File: src/rtl/ctl_port_pkg.sv
package ctl_port_pkg;

    localparam int ADDR_W   = 3;
    localparam int DATA_W   = 10;
    localparam int FRAME_W  = ADDR_W + DATA_W;
    localparam int GAIN_W   = 9;
    localparam int GAIN_MAX = 319;
    localparam int CTL_W    = 6;

    localparam logic [ADDR_W-1:0] SEL_AUX   = 3'd0;
    localparam logic [ADDR_W-1:0] SEL_BW    = 3'd1;
    localparam logic [ADDR_W-1:0] SEL_GAIN  = 3'd2;
    localparam logic [ADDR_W-1:0] SEL_CTL   = 3'd3;
    localparam logic [ADDR_W-1:0] SEL_CLAMP = 3'd4;

    typedef struct packed {
        logic [ADDR_W-1:0] addr;
        logic [DATA_W-1:0] data;
    } frame_t;

    typedef struct packed {
        logic [7:0]        aux;
        logic [3:0]        bw_agc;
        logic [3:0]        bw_cds;
        logic [GAIN_W-1:0] gain;
        logic [CTL_W-1:0]  ctl;
        logic [DATA_W-1:0] clamp;
    } cfg_t;

    function automatic logic [GAIN_W-1:0] sat_gain(input logic [GAIN_W-1:0] g);
        return (g > GAIN_W'(GAIN_MAX)) ? GAIN_W'(GAIN_MAX) : g;
    endfunction

endpackage

File: src/rtl/sp_sync.sv
module sp_sync #(
    parameter int              STAGES  = 2,
    parameter int              WIDTH   = 3,
    parameter logic [WIDTH-1:0] RST_VAL = '0
) (
    input  logic             clk,
    input  logic             rst,
    input  logic [WIDTH-1:0] d,
    output logic [WIDTH-1:0] q
);
    logic [WIDTH-1:0] st [STAGES];

    always_ff @(posedge clk) begin
        if (rst) st[0] <= RST_VAL;
        else     st[0] <= d;
    end

    for (genvar i = 1; i < STAGES; i++) begin : g_stage
        always_ff @(posedge clk) begin
            if (rst) st[i] <= RST_VAL;
            else     st[i] <= st[i-1];
        end
    end

    assign q = st[STAGES-1];
endmodule

File: src/rtl/sp_shifter.sv
module sp_shifter
    import ctl_port_pkg::*;
(
    input  logic   clk,
    input  logic   rst,
    input  logic   sclk_s,
    input  logic   sdat_s,
    input  logic   sen_n_s,
    output logic   frm_valid,
    output frame_t frm
);
    localparam int CNT_MAX = FRAME_W + 1;
    localparam int CNT_W   = $clog2(CNT_MAX + 1);

    logic               clk_d, en_d;
    logic [FRAME_W-1:0] sreg, sreg_nxt;
    logic [CNT_W-1:0]   cnt, cnt_nxt;
    logic               take, en_rise;

    // A bit counts if the enable was low at the previous sample, so a
    // final clock edge that coincides with the enable release is kept.
    assign take    = sclk_s & ~clk_d & ~en_d;
    assign en_rise = sen_n_s & ~en_d;

    always_comb begin
        sreg_nxt = sreg;
        cnt_nxt  = cnt;
        if (take) begin
            sreg_nxt = {sreg[FRAME_W-2:0], sdat_s};
            if (cnt != CNT_W'(CNT_MAX)) cnt_nxt = cnt + 1'b1;
        end
    end

    always_ff @(posedge clk) begin
        if (rst) begin
            clk_d     <= 1'b0;
            en_d      <= 1'b1;
            sreg      <= '0;
            cnt       <= '0;
            frm_valid <= 1'b0;
            frm       <= '0;
        end else begin
            clk_d     <= sclk_s;
            en_d      <= sen_n_s;
            sreg      <= sreg_nxt;
            cnt       <= sen_n_s ? '0 : cnt_nxt;
            frm_valid <= en_rise && (cnt_nxt == CNT_W'(FRAME_W));
            frm       <= frame_t'(sreg_nxt);
        end
    end
endmodule

File: src/rtl/sp_regfile.sv
module sp_regfile
    import ctl_port_pkg::*;
(
    input  logic   clk,
    input  logic   rst,
    input  logic   frm_valid,
    input  frame_t frm,
    output cfg_t   cfg
);
    always_ff @(posedge clk) begin
        if (rst) begin
            cfg <= '0;
        end else if (frm_valid) begin
            case (frm.addr)
                SEL_AUX:   cfg.aux <= frm.data[7:0];
                SEL_BW: begin
                    cfg.bw_cds <= frm.data[3:0];
                    cfg.bw_agc <= frm.data[7:4];
                end
                SEL_GAIN:  cfg.gain  <= frm.data[GAIN_W-1:0];
                SEL_CTL:   cfg.ctl   <= frm.data[CTL_W-1:0];
                SEL_CLAMP: cfg.clamp <= frm.data;
                default:   ;
            endcase
        end
    end
endmodule

File: src/rtl/ctl_serial_port.sv
module ctl_serial_port
    import ctl_port_pkg::*;
#(
    parameter int SYNC_STAGES = 2
) (
    input  logic              clk,
    input  logic              rst,
    input  logic              ser_clk,
    input  logic              ser_dat,
    input  logic              ser_en_n,
    output logic [7:0]        aux_code,
    output logic [3:0]        bw_cds,
    output logic [3:0]        bw_agc,
    output logic [GAIN_W-1:0] gain_code,
    output logic              sby_cds_agc,
    output logic              sby_aux,
    output logic              sby_amp,
    output logic              pulse_fall,
    output logic              clamp_act_high,
    output logic              conv_clk_fall,
    output logic [DATA_W-1:0] clamp_code
);
    logic [2:0] raw_in, sync_out;
    logic       frm_valid;
    frame_t     frm;
    cfg_t       cfg;

    assign raw_in = {ser_clk, ser_dat, ser_en_n};

    sp_sync #(.STAGES(SYNC_STAGES), .WIDTH(3), .RST_VAL(3'b001)) u_sync (
        .clk(clk), .rst(rst), .d(raw_in), .q(sync_out)
    );

    sp_shifter u_shift (
        .clk(clk), .rst(rst),
        .sclk_s(sync_out[2]), .sdat_s(sync_out[1]), .sen_n_s(sync_out[0]),
        .frm_valid(frm_valid), .frm(frm)
    );

    sp_regfile u_regs (
        .clk(clk), .rst(rst), .frm_valid(frm_valid), .frm(frm), .cfg(cfg)
    );

    assign aux_code       = cfg.aux;
    assign bw_cds         = cfg.bw_cds;
    assign bw_agc         = cfg.bw_agc;
    assign gain_code      = sat_gain(cfg.gain);
    assign sby_cds_agc    = cfg.ctl[0];
    assign sby_aux        = cfg.ctl[1];
    assign sby_amp        = cfg.ctl[2];
    assign pulse_fall     = cfg.ctl[3];
    assign clamp_act_high = cfg.ctl[4];
    assign conv_clk_fall  = ~cfg.ctl[5];
    assign clamp_code     = cfg.clamp;
endmodule

File: config.mk
export PLATFORM = sky130hd
export DESIGN_NAME = ctl_serial_port
export DESIGN_NICKNAME = d
export VERILOG_FILES = /design/src/rtl/ctl_port_pkg.sv /design/src/rtl/sp_sync.sv /design/src/rtl/sp_shifter.sv /design/src/rtl/sp_regfile.sv /design/src/rtl/ctl_serial_port.sv
export SDC_FILE = /design/constraint.sdc
export NUM_CORES = 1
export LEC_CHECK = 0
export ABC_AREA = 1
export ABC_CLOCK_PERIOD_IN_PS = 1120
export BUFFER_PORTS_ARGS = -buffer_cell sky130_fd_sc_hd__buf_4
export CAP_MARGIN = 20
export CORE_ASPECT_RATIO = 0.75
export CORE_MARGIN = 2
export CORE_UTILIZATION = 52
export CTS_BUF_LIST = sky130_fd_sc_hd__clkbuf_4 sky130_fd_sc_hd__clkbuf_8
export DETAILED_ROUTE_END_ITERATION = 6
export PLACE_DENSITY = 0.78
export RECOVER_POWER = 100
export SLEW_MARGIN = 20
export SYNTH_ARGS = -nofsm -noshare
export SYNTH_HDL_FRONTEND = slang
export SYNTH_SLANG_ARGS = --single-unit
File: constraint.sdc
create_clock -name clk -period 1.12 [get_ports clk]
set_input_delay 0.224 -clock clk [delete_from_list [all_inputs] [get_ports clk]]
set_output_delay 0.224 -clock clk [all_outputs]
set_load 0.05 [all_outputs]
==> flow_summary.yaml, run 1 <==
yosys:
  synth_seq_cells: 67
  synthesis.area_um2: 2694
  netlist_instances: 346
  ys_types: 23
  synth.most_common_cell: "dfxtp_1"
  synth_edf_count: 0
  synth_warnings: 0
  yosys-top-cells-area: "dfxtp_1 50%, nor2_1 9.1%, buf_4 7.5%, o21ai_0 6.3%, a21oi_1 5.4%"
  async_reset_ff_share_pct: 0
  yosysTopAreaCell: "dfxtp_1"
  netlist.area_leader.share_pct: 49.79
  synth.yosys.seq_area_share_pct: 49.79
  syn_nets: 353
  synthFlopType: "dfxtp_1"
  synth_common_cells: "67 x dfxtp_1, 65 x nor2_1, 37 x nand2_1"
  syn_area_per_cell_um2: 7.786
clock_tree:
  clk_pin_slew_ns: 0.07
  hold_buffers: 0
  cts_sinks: 67
  htreeDepth: 3
  clock_path_buffers: 2
  clock-root-buffer: "clkbuf_8"
  clock_latency_ns: 0.35
  cts_tree: "done"
  numCtsBuffers: 9
sta:
  maxSlewViolCount: 0
  fin_setup_tns_ns: -7.889
  fin_crit_ns: 1.472
  timing.final.crit_share_pct: 131.4
  rsz0062_at_grt: "yes"
  max_slew_margin_pct: 65.36
  fmax_mhz: 679.3
  finClkSkew_ns: 0.009641
  worst_slew_pin_slew_ns: 0.5196
  worst_slack_ns: -0.3521
  setup_violations: 53
  hold_viol: 0
setup_path:
  slowest_stage: "dfxtp_2"
  cp-start-kind: "flop"
  r2r_setup_slack_ns: -0.22
  critPathKind: "reg2out"
  slowest_delay_ns: 0.34
  worstPathCellList: "o21ai_4 -> buf_12 -> nand2_2 -> buf_6"
  cp.arrival_ns: 1.25
  cp_data_required_time_ns: 0.90
  cp-end-kind: "output port"
  worst-path-max-fanout: 6
die:
  die-area_um2: 5778
  io_pins: 46
  die_x_um: 87.11
  initial_core_util_pct: 54.37
  chipHeight_um: 66.33
  fp.coreArea_um2: 4955
  num_rows: 22
grt:
  grt.total_usage_pct: 22.41
  antenna_found_initial: 0
  met1_usage_pct: 30.32
  top_usage_layer: "met2"
  grt_max_degree: 32
  use_met2_pct: 33.78
  grt_overflow: 0
  grt_first_pass_wirelength_mm: 9.729
  grt_pass1_vias: 2025
  met3_usage_pct: 8.365
pwr:
  pwr-share-comb_pct: 2.9
  clkPwrFrac_pct: 46.3
  p_int_uw: 3720
  switchingPower_uw: 983.5
  total_leakage_power_uw: 0.001666
  power.density_nw_per_um2: 1167
  swShare_pct: 20.91
  p_seq_share_pct: 50.7
  vdd_drop_max_v: 0.0007742
placement:
  dp_hpwl_mm: 3.751
  gp_congestion: 0.7949
  portBuffers: 45
drt:
  routed-via-count: 2492
  drt-pass1-iter-count: 4
  wire_per_inst_um: 16.74
  drc: 0
  ant_nets: 0
  via_per_inst: 5.382
  wl_mm: 7.751
  drtIter0Drc: 209
finish:
  antenna_cells: 0
  syn_to_final_growth_pct: 49.65
  fill_cells: 274
  finish.utilization_pct: 81.36
  drive_above_1_share_pct: 54.84
  final_nets: 405
outcome:
  violations: "negative setup slack"
  status: "finished, violations left"
hold_path:
  min_path_type: "in2reg"
run:
  maxCapViolCount: 0
-- power by group through the flow --
| stage | sequential (µW) | clock, µW | combinational [µW] |
|---|---|---|---|
| floorplan | 2450 | 0 | 65.1 |
| global placement | 2450 | 0 | 97.5 |
| detailed placement | 2450 | 0 | 98.4 |
| CTS | 2400 | 2160 | 103 |
| global route | 2390 | 2310 | 149 |
| finish | 2390 | 2180 | 138 |
-- cell usage in the layout, fill, tap and decap left out, types with 2 or more instances in the layout --
master      instances
nor2_1             49
buf_6              48
dfxtp_1            35
nand2_1            30
o21ai_2            29
dfxtp_2            26
inv_1              21
a21oi_1            19
o21ai_1            13
clkbuf_8           12
buf_4              12
nor2_4             11
a21oi_2            10
nor2_2              9
buf_8               9
inv_2               8
nand2_2             7
nand3_1             7
dfxtp_4             6
nand3_4             5
nand3_2             4
inv_4               4
o21ai_0             4
buf_12              4
or2_2               3
clkbuf_4            3
clkinv_2            2
clkinvlp_4          2
clkbuf_1            2
-- through the flow --
step	cell area, µm²	hold slack, ns	setup WS (ns)	instances	power (µW)
4_1_cts	3470	0.05830	-0.3443	452	4662
2_1_floorplan	2731	0.3278	0.005084	346	2519
6_report	4031	0.05812	-0.3521	463	4704
5_1_grt	4031	0.04413	-0.3926	463	4849
3_3_place_gp	3033	0.3899	-0.03455	427	2552
3_5_place_dp	3033	0.3964	-0.06650	427	2553
-- final cells by class --
class / count / area, µm² / share of cell area (%)
multi-input cells: 206 / 1309 / 32.46
clock inverters: 1 / 30.03 / 0.7449
well taps: 60 / 75.07 / 1.862
clock buffers: 15 / 187.7 / 4.655
flip-flops and latches: 67 / 1396 / 34.64
inverters: 37 / 167.7 / 4.159
repair inverters: 1 / 7.507 / 0.1862
repair buffers: 76 / 858.3 / 21.29
-- flip-flops by register name, summed over array words and instances (netlist names) --
name,cells
u_regs.cfg,41
u_shift.frm,12
u_shift.sreg,1
u_shift.cnt,4
u_shift.frm_valid,1
u_shift.clk_d,1
u_sync.st,6
u_shift.en_d,1
-- path summary, 6_finish.rpt --
kind                     start         endpoint  cells after the start
max reg2reg  u_shift.frm_valid   u_regs.cfg[34]                      7
min                   ser_en_n  u_sync.st[0][0]                      2
max             u_regs.cfg[22]     gain_code[4]                      4
min reg2reg    u_sync.st[0][2]  u_sync.st[1][2]                      2
-- critical path: cells and delay by family (launching register included) --
family,cells,cell delay [ns]
flip-flops,1,0.34
AO/OA/AOI/OAI,1,0.21
AND/OR/NAND/NOR,1,0.04
buffers and inverters,2,0.30
-- cell families (layout without fill, tap and decap cells) --
kind of cell	count (synthesis)	in the layout	share of synthesized area, %
buffers and inverters	76	130	14.91
AND/OR/NAND/NOR	125	128	20.25
AO/OA/AOI/OAI	76	76	14.12
adder cells (fa/ha/maj)	2	2	0.9288
flip-flops	67	67	49.79
-- routing by layer --
layer	share of wire, %	vias up
met4	3.7	0
met5	0	-
met1	40	1163
met3	6.5	27
met2	50	116
li1	-	1186
-- repair_timing --
| item | 4_1_cts | 5_1_grt |
|---|---|---|
| setup endpoints to repair | 41 | 92 |
| hold endpoints to repair | 0 | 0 |
| pin swaps | 8 | 39 |
| resized for setup | 49 | 182 |
| cloned | 3 | 3 |
| setup buffers | 6 | 8 |
Power figures use the tool's default switching activity.
==> run 2: changes to the inputs <==
--- a/config.mk
+++ b/config.mk
@@ -5,7 +5,6 @@
 export SDC_FILE = /design/constraint.sdc
 export NUM_CORES = 1
 export LEC_CHECK = 0
-export ABC_AREA = 1
 export ABC_CLOCK_PERIOD_IN_PS = 1120
 export BUFFER_PORTS_ARGS = -buffer_cell sky130_fd_sc_hd__buf_4
 export CAP_MARGIN = 20
==> flow_summary.yaml, run 2 <==
outcome:
  status: "finished, violations left"
  violations: "negative setup slack"
drt:
  wire_per_inst_um: 17.97
  drtIter0Drc: 214
  drc: 0
  via_per_inst: 5.446
  drt-pass1-iter-count: 4
  wl_mm: 7.656
  routed-via-count: 2320
  ant_nets: 0
finish:
  top_regs: "u_regs.cfg: 41 flops, u_shift.frm: 12 flops, u_sync.st: 6 flops"
  final_nets: 368
  final_common_cell: "buf_6"
  antenna_cells: 0
  drive_above_1_share_pct: 57.65
  multiInputGateArea_um2: 1451
  fin_cells: 426
  syn_to_final_growth_pct: 47.16
  seq_area_um2: 1371
  regMostFlops: "u_regs.cfg"
  finish.utilization_pct: 80.27
  fill_cells: 273
  final_cell_mix: "57 x buf_6, 54 x nand2_1, 49 x dfxtp_1"
  fin_area_um2: 3955
  largest_reg_flops: 41
grt:
  grt.total_usage_pct: 21.90
  antenna_found_initial: 0
  grt_overflow: 0
  grt_pass1_vias: 2060
  grt_max_degree: 46
  met1_usage_pct: 25.75
  met3_usage_pct: 6.991
  grt_first_pass_wirelength_mm: 9.611
  use_met2_pct: 37.50
  top_usage_layer: "met2"
placement:
  dp_hpwl_mm: 3.576
  gp_congestion: 0.7906
  dp_slack_ns: -0.1912
  portBuffers: 45
  placed_area_um2: 3065
  dp.cells: 402
sta:
  timing.final.crit_share_pct: 133.2
  fmax_mhz: 670.5
  hold_viol: 0
  rsz0062_at_grt: "yes"
  worst_slack_ns: -0.3714
  max_slew_margin_pct: 53.91
  setup_violations: 69
  worst_slew_pin_slew_ns: 0.6913
  finClkSkew_ns: 0.01051
  hold_slack_ns: 0.05742
  maxSlewViolCount: 0
  fin_crit_ns: 1.491
yosys:
  yosys-top-cells-area: "dfxtp_1 50%, nand2_1 12%, buf_4 7.5%, a21oi_1 7.4%, mux2i_1 6.0%"
  synth.most_common_cell: "nand2_1"
  async_reset_ff_share_pct: 0
  synth_seq_cells: 67
  netlist_instances: 312
  synth_warnings: 0
  syn_nets: 319
  synthesis.area_um2: 2688
  synthFlopType: "dfxtp_1"
  netlist.area_leader.share_pct: 49.91
  syn_area_per_cell_um2: 8.614
  synth_edf_count: 0
  synth_common_cells: "86 x nand2_1, 67 x dfxtp_1, 40 x a21oi_1"
  synth.yosys.seq_area_share_pct: 49.91
  yosysTopAreaCell: "dfxtp_1"
  ys_types: 30
clock_tree:
  clock-root-buffer: "clkbuf_8"
  cts_sinks: 67
  numCtsBuffers: 9
  cts_tree: "done"
  clock_latency_ns: 0.35
  clock_path_buffers: 2
  clk_pin_slew_ns: 0.07
  htreeDepth: 3
pwr:
  pwr-share-comb_pct: 1.9
  vdd_drop_max_v: 0.0008457
  p_int_uw: 3768
  switchingPower_uw: 994.8
  clkPwrFrac_pct: 47.9
  total_leakage_power_uw: 0.001561
  power.density_nw_per_um2: 1204
  p_seq_share_pct: 50.2
  swShare_pct: 20.89
hold_path:
  hold_start: "ser_en_n"
  min_path_type: "in2reg"
setup_path:
  slowest_stage: "dfxtp_2"
  critPathKind: "reg2out"
  worstSetupEndpoint: "gain_code[2]"
  path_delay_family: "flip-flops"
  path_depth: 4
  crit_start: "u_regs.cfg[22]"
  path_buf_inv: 2
  r2r_setup_slack_ns: -0.33
  worst-path-max-fanout: 6
  cp.arrival_ns: 1.27
  r2r-start: "u_shift.clk_d"
  cp-end-kind: "output port"
  cp-start-kind: "flop"
  reg2reg_depth: 5
  slowest_delay_ns: 0.34
  r2r_end: "u_shift.cnt[3]"
  cp_data_required_time_ns: 0.90
  worstPathCellList: "o21ai_2 -> buf_6 -> nand2b_2 -> buf_6"
  crit_top_cell: "buf_6"
run:
  maxCapViolCount: 0
die:
  io_pins: 46
  num_rows: 22
  initial_core_util_pct: 54.55
  fp.coreArea_um2: 4927
  die-area_um2: 5766
  chipHeight_um: 66.26
  die_x_um: 87.02
==> run 2: changes by cell type in the layout (fill, tap and decap cells not counted), sizes merged, moves of 7 or more <==
cell and change:
nand2 +49, nor2 -49, o21ai -46, inv -31, mux2i +16, nand3 -14
a21oi +11, nand2b +9, nor2b +7
==> run 2: repair_timing <==
action / in CTS / in global routing
hold buffers: 0 / 0
pin swaps: 37 / 32
endpoints found under the setup margin: 76 / 96
buffers inserted: 1 / 5
cloned: 2 / 1
resized for setup: 73 / 106
==> run 2: cell type report <==
type / instances / share of cell area (%)
Timing Repair Buffer: 79 / 20.69
Tap cell: 60 / 1.898
Clock inverter: 5 / 2.183
Inverter: 2 / 0.1898
Multi-Input combinational cell: 202 / 36.70
Clock buffer: 11 / 3.670
Sequential cell: 67 / 34.67
==> run 2: stage by stage <==
| step | setup TNS, ns | total power [µW] |
|---|---|---|
| after floorplan | -2.507 | 2497 |
| after global placement | -3.133 | 2521 |
| after detailed placement | -4.263 | 2521 |
| after CTS | -4.475 | 4745 |
| after global routing | -12.13 | 4876 |
| final | -9.291 | 4763 |
==> run 2: worst min path at each step <==
stage / end / slack [ns] / cells past startpoint
floorplan: u_sync.st[0][0] / 0.33 / 1
global placement: u_sync.st[1][0] / 0.39 / 1
detailed placement: u_sync.st[1][0] / 0.40 / 1
CTS: u_sync.st[0][0] / 0.05 / 2
global route: u_sync.st[0][0] / 0.05 / 2
finish: u_sync.st[0][0] / 0.06 / 2
==> run 2: power by group through the flow <==
stage	clock [µW]	combinational (µW)	sequential [µW]
6_report	2280	90.4	2390
5_1_grt	2390	97.8	2390
4_1_cts	2270	75.9	2400
3_5_place_dp	0	67.7	2450
3_3_place_gp	0	67.5	2450
2_1_floorplan	0	44.5	2450
==> run 2: kinds of logic after synthesis <==
kind of cell	share of synthesized area [%]
xor gates and xnor gates	0.3259
DFF	49.91
muxes	5.959
buffers and inverters	10.20
and+or+nand+nor	24.49
adders and majority gates	0.9309
AOI/OAI and AO/OA	8.194
==> run 2: layer usage <==
metal	part of all wire, %	vias up
li1	-	1088
met1	41	1120
met2	50	85
met3	5.2	27
met4	3.2	0
met5	0	-
==> run 3: changes to the inputs <==
==> constraint.sdc (replaced) <==
create_clock -name clk -period 1.12 [get_ports clk]
set_input_delay 0.056 -clock clk [delete_from_list [all_inputs] [get_ports clk]]
set_output_delay 0.056 -clock clk [all_outputs]
set_load 0.05 [all_outputs]
==> flow_summary.yaml, run 3 (synthesis results as in run 2) <==
setup_path:
  cp-end-kind: "output port"
  reg2reg_depth: 5
  r2r_setup_slack_ns: -0.15
  cp.arrival_ns: 1.27
  worst-path-max-fanout: 6
  cp_data_required_time_ns: 1.06
  r2r_end: "u_regs.cfg[26]"
  cp-start-kind: "flop"
  critPathKind: "reg2out"
  worstSetupEndpoint: "gain_code[5]"
  r2r-start: "u_shift.frm_valid"
  crit_start: "u_regs.cfg[23]"
finish:
  drive_above_1_share_pct: 42.47
  antenna_cells: 0
  regMostFlops: "u_regs.cfg"
  final_common_cell: "nand2_1"
  syn_to_final_growth_pct: 34.40
  fin_cells: 425
  largest_reg_flops: 41
  final_cell_mix: "71 x nand2_1, 57 x dfxtp_1, 25 x a21oi_1"
  final_nets: 367
  top_regs: "u_regs.cfg: 41 flops, u_shift.frm: 12 flops, u_sync.st: 6 flops"
  finish.utilization_pct: 73.31
  fill_cells: 351
grt:
  grt_max_degree: 58
  grt.total_usage_pct: 20.76
  grt_pass1_vias: 1914
  antenna_found_initial: 0
  grt_first_pass_wirelength_mm: 8.990
  grt_overflow: 0
die:
  chipHeight_um: 66.26
  io_pins: 46
  die_x_um: 87.02
  initial_core_util_pct: 54.55
  fp.coreArea_um2: 4927
  die-area_um2: 5766
  num_rows: 22
drt:
  via_per_inst: 5.374
  ant_nets: 0
  drc: 0
  drtIter0Drc: 265
  drt-pass1-iter-count: 5
  wire_per_inst_um: 15.25
  wl_mm: 6.483
  routed-via-count: 2284
sta:
  rsz0062_at_grt: "yes"
  maxSlewViolCount: 0
  worst_slack_ns: -0.2079
  fin_setup_tns_ns: -5.189
  fmax_mhz: 753.1
  finClkSkew_ns: 0.01109
  fin_crit_ns: 1.328
  timing.final.crit_share_pct: 118.6
  setup_violations: 59
  hold_viol: 0
  worst_slew_pin_slew_ns: 0.4056
  max_slew_margin_pct: 72.92
placement:
  portBuffers: 45
  dp.cells: 399
  dp_hpwl_mm: 3.537
  gp_congestion: 0.8019
run:
  maxCapViolCount: 0
outcome:
  violations: "negative setup slack"
  status: "finished, violations left"
clock_tree:
  clock_latency_ns: 0.36
  numCtsBuffers: 9
  htreeDepth: 3
  clock-root-buffer: "clkbuf_8"
  clock_path_buffers: 2
  clk_pin_slew_ns: 0.08
  cts_tree: "done"
  cts_sinks: 67
pwr:
  power.density_nw_per_um2: 1435
  p_total_uw: 5183
  total_leakage_power_uw: 0.001421
  vdd_drop_max_v: 0.001110
hold_path:
  min_path_type: "reg2reg"
## run 3: cell count changes in the layout (fill, tap and decap cells not counted), sizes merged
cell	previous run	this run
buf	77	50
clkbuf	13	33
dlygate4sd3	0	4
bufinv	2	4
clkinv	3	1
and3	1	2
clkinvlp	0	1
## run 3: stage by stage
step	worst slack [ns]	cell area [µm²]	hold slack (ns)
2_1_floorplan	-0.1074	2714	0.1598
3_3_place_gp	-0.1523	3034	0.2438
3_5_place_dp	-0.1774	3034	0.2450
4_1_cts	-0.1454	3443	0.4187
5_1_grt	-0.2551	3612	0.4358
6_report	-0.2079	3612	0.4124
## run 3: final cells by class
cell class / count / area, µm² / share of cell area [%]
Clock inverter: 6 / 136.4 / 3.776
Clock buffer: 10 / 137.6 / 3.810
Tap cell: 60 / 75.07 / 2.078
Inverter: 2 / 7.507 / 0.2078
Sequential cell: 67 / 1359 / 37.62
Multi-Input combinational cell: 203 / 1295 / 35.85
Timing Repair Buffer: 77 / 601.8 / 16.66
## run 3: repair_timing
action,CTS,global route
endpoints found under the hold margin,6,0
gates cloned,0,2
buffers inserted,2,2
setup endpoints to repair,65,67
gates resized for setup,28,57
hold buffers,4,0
pin swaps,13,32
## run 3: worst min path at each step
| stage | slack (ns) | to | startpoint | cells past startpoint |
|---|---|---|---|---|
| after floorplan | 0.16 | u_sync.st[0][0] | ser_en_n | 1 |
| after global placement | 0.24 | u_sync.st[0][0] | ser_en_n | 2 |
| after detailed placement | 0.25 | u_sync.st[0][0] | ser_en_n | 2 |
| after CTS | 0.42 | u_sync.st[0][0] | ser_en_n | 3 |
| after global routing | 0.44 | u_sync.st[1][0] | u_sync.st[0][0] | 1 |
| final | 0.41 | u_sync.st[1][0] | u_sync.st[0][0] | 1 |
## run 3: power by group
part | internal [µW] | switching [µW]
Clock | 1770 | 935
Combinational | 38.2 | 49.4
Sequential | 2390 | 5.14
## run 3: per-layer routing
| metal | routed length (µm) | GRT usage [%] |
|---|---|---|
| met5 | 0 | 0 |
| met1 | 2669 | 24.15 |
| met3 | 378 | 9.114 |
| met2 | 3268 | 34.92 |
| met4 | 167 | 5.469 |
## run 3: worst max-delay path: stages (launching register included)
cell and delay [ns]:
dfxtp_2 0.33, o21ai_2 0.16, buf_6 0.20, nand2b_4 0.08, buf_8 0.15
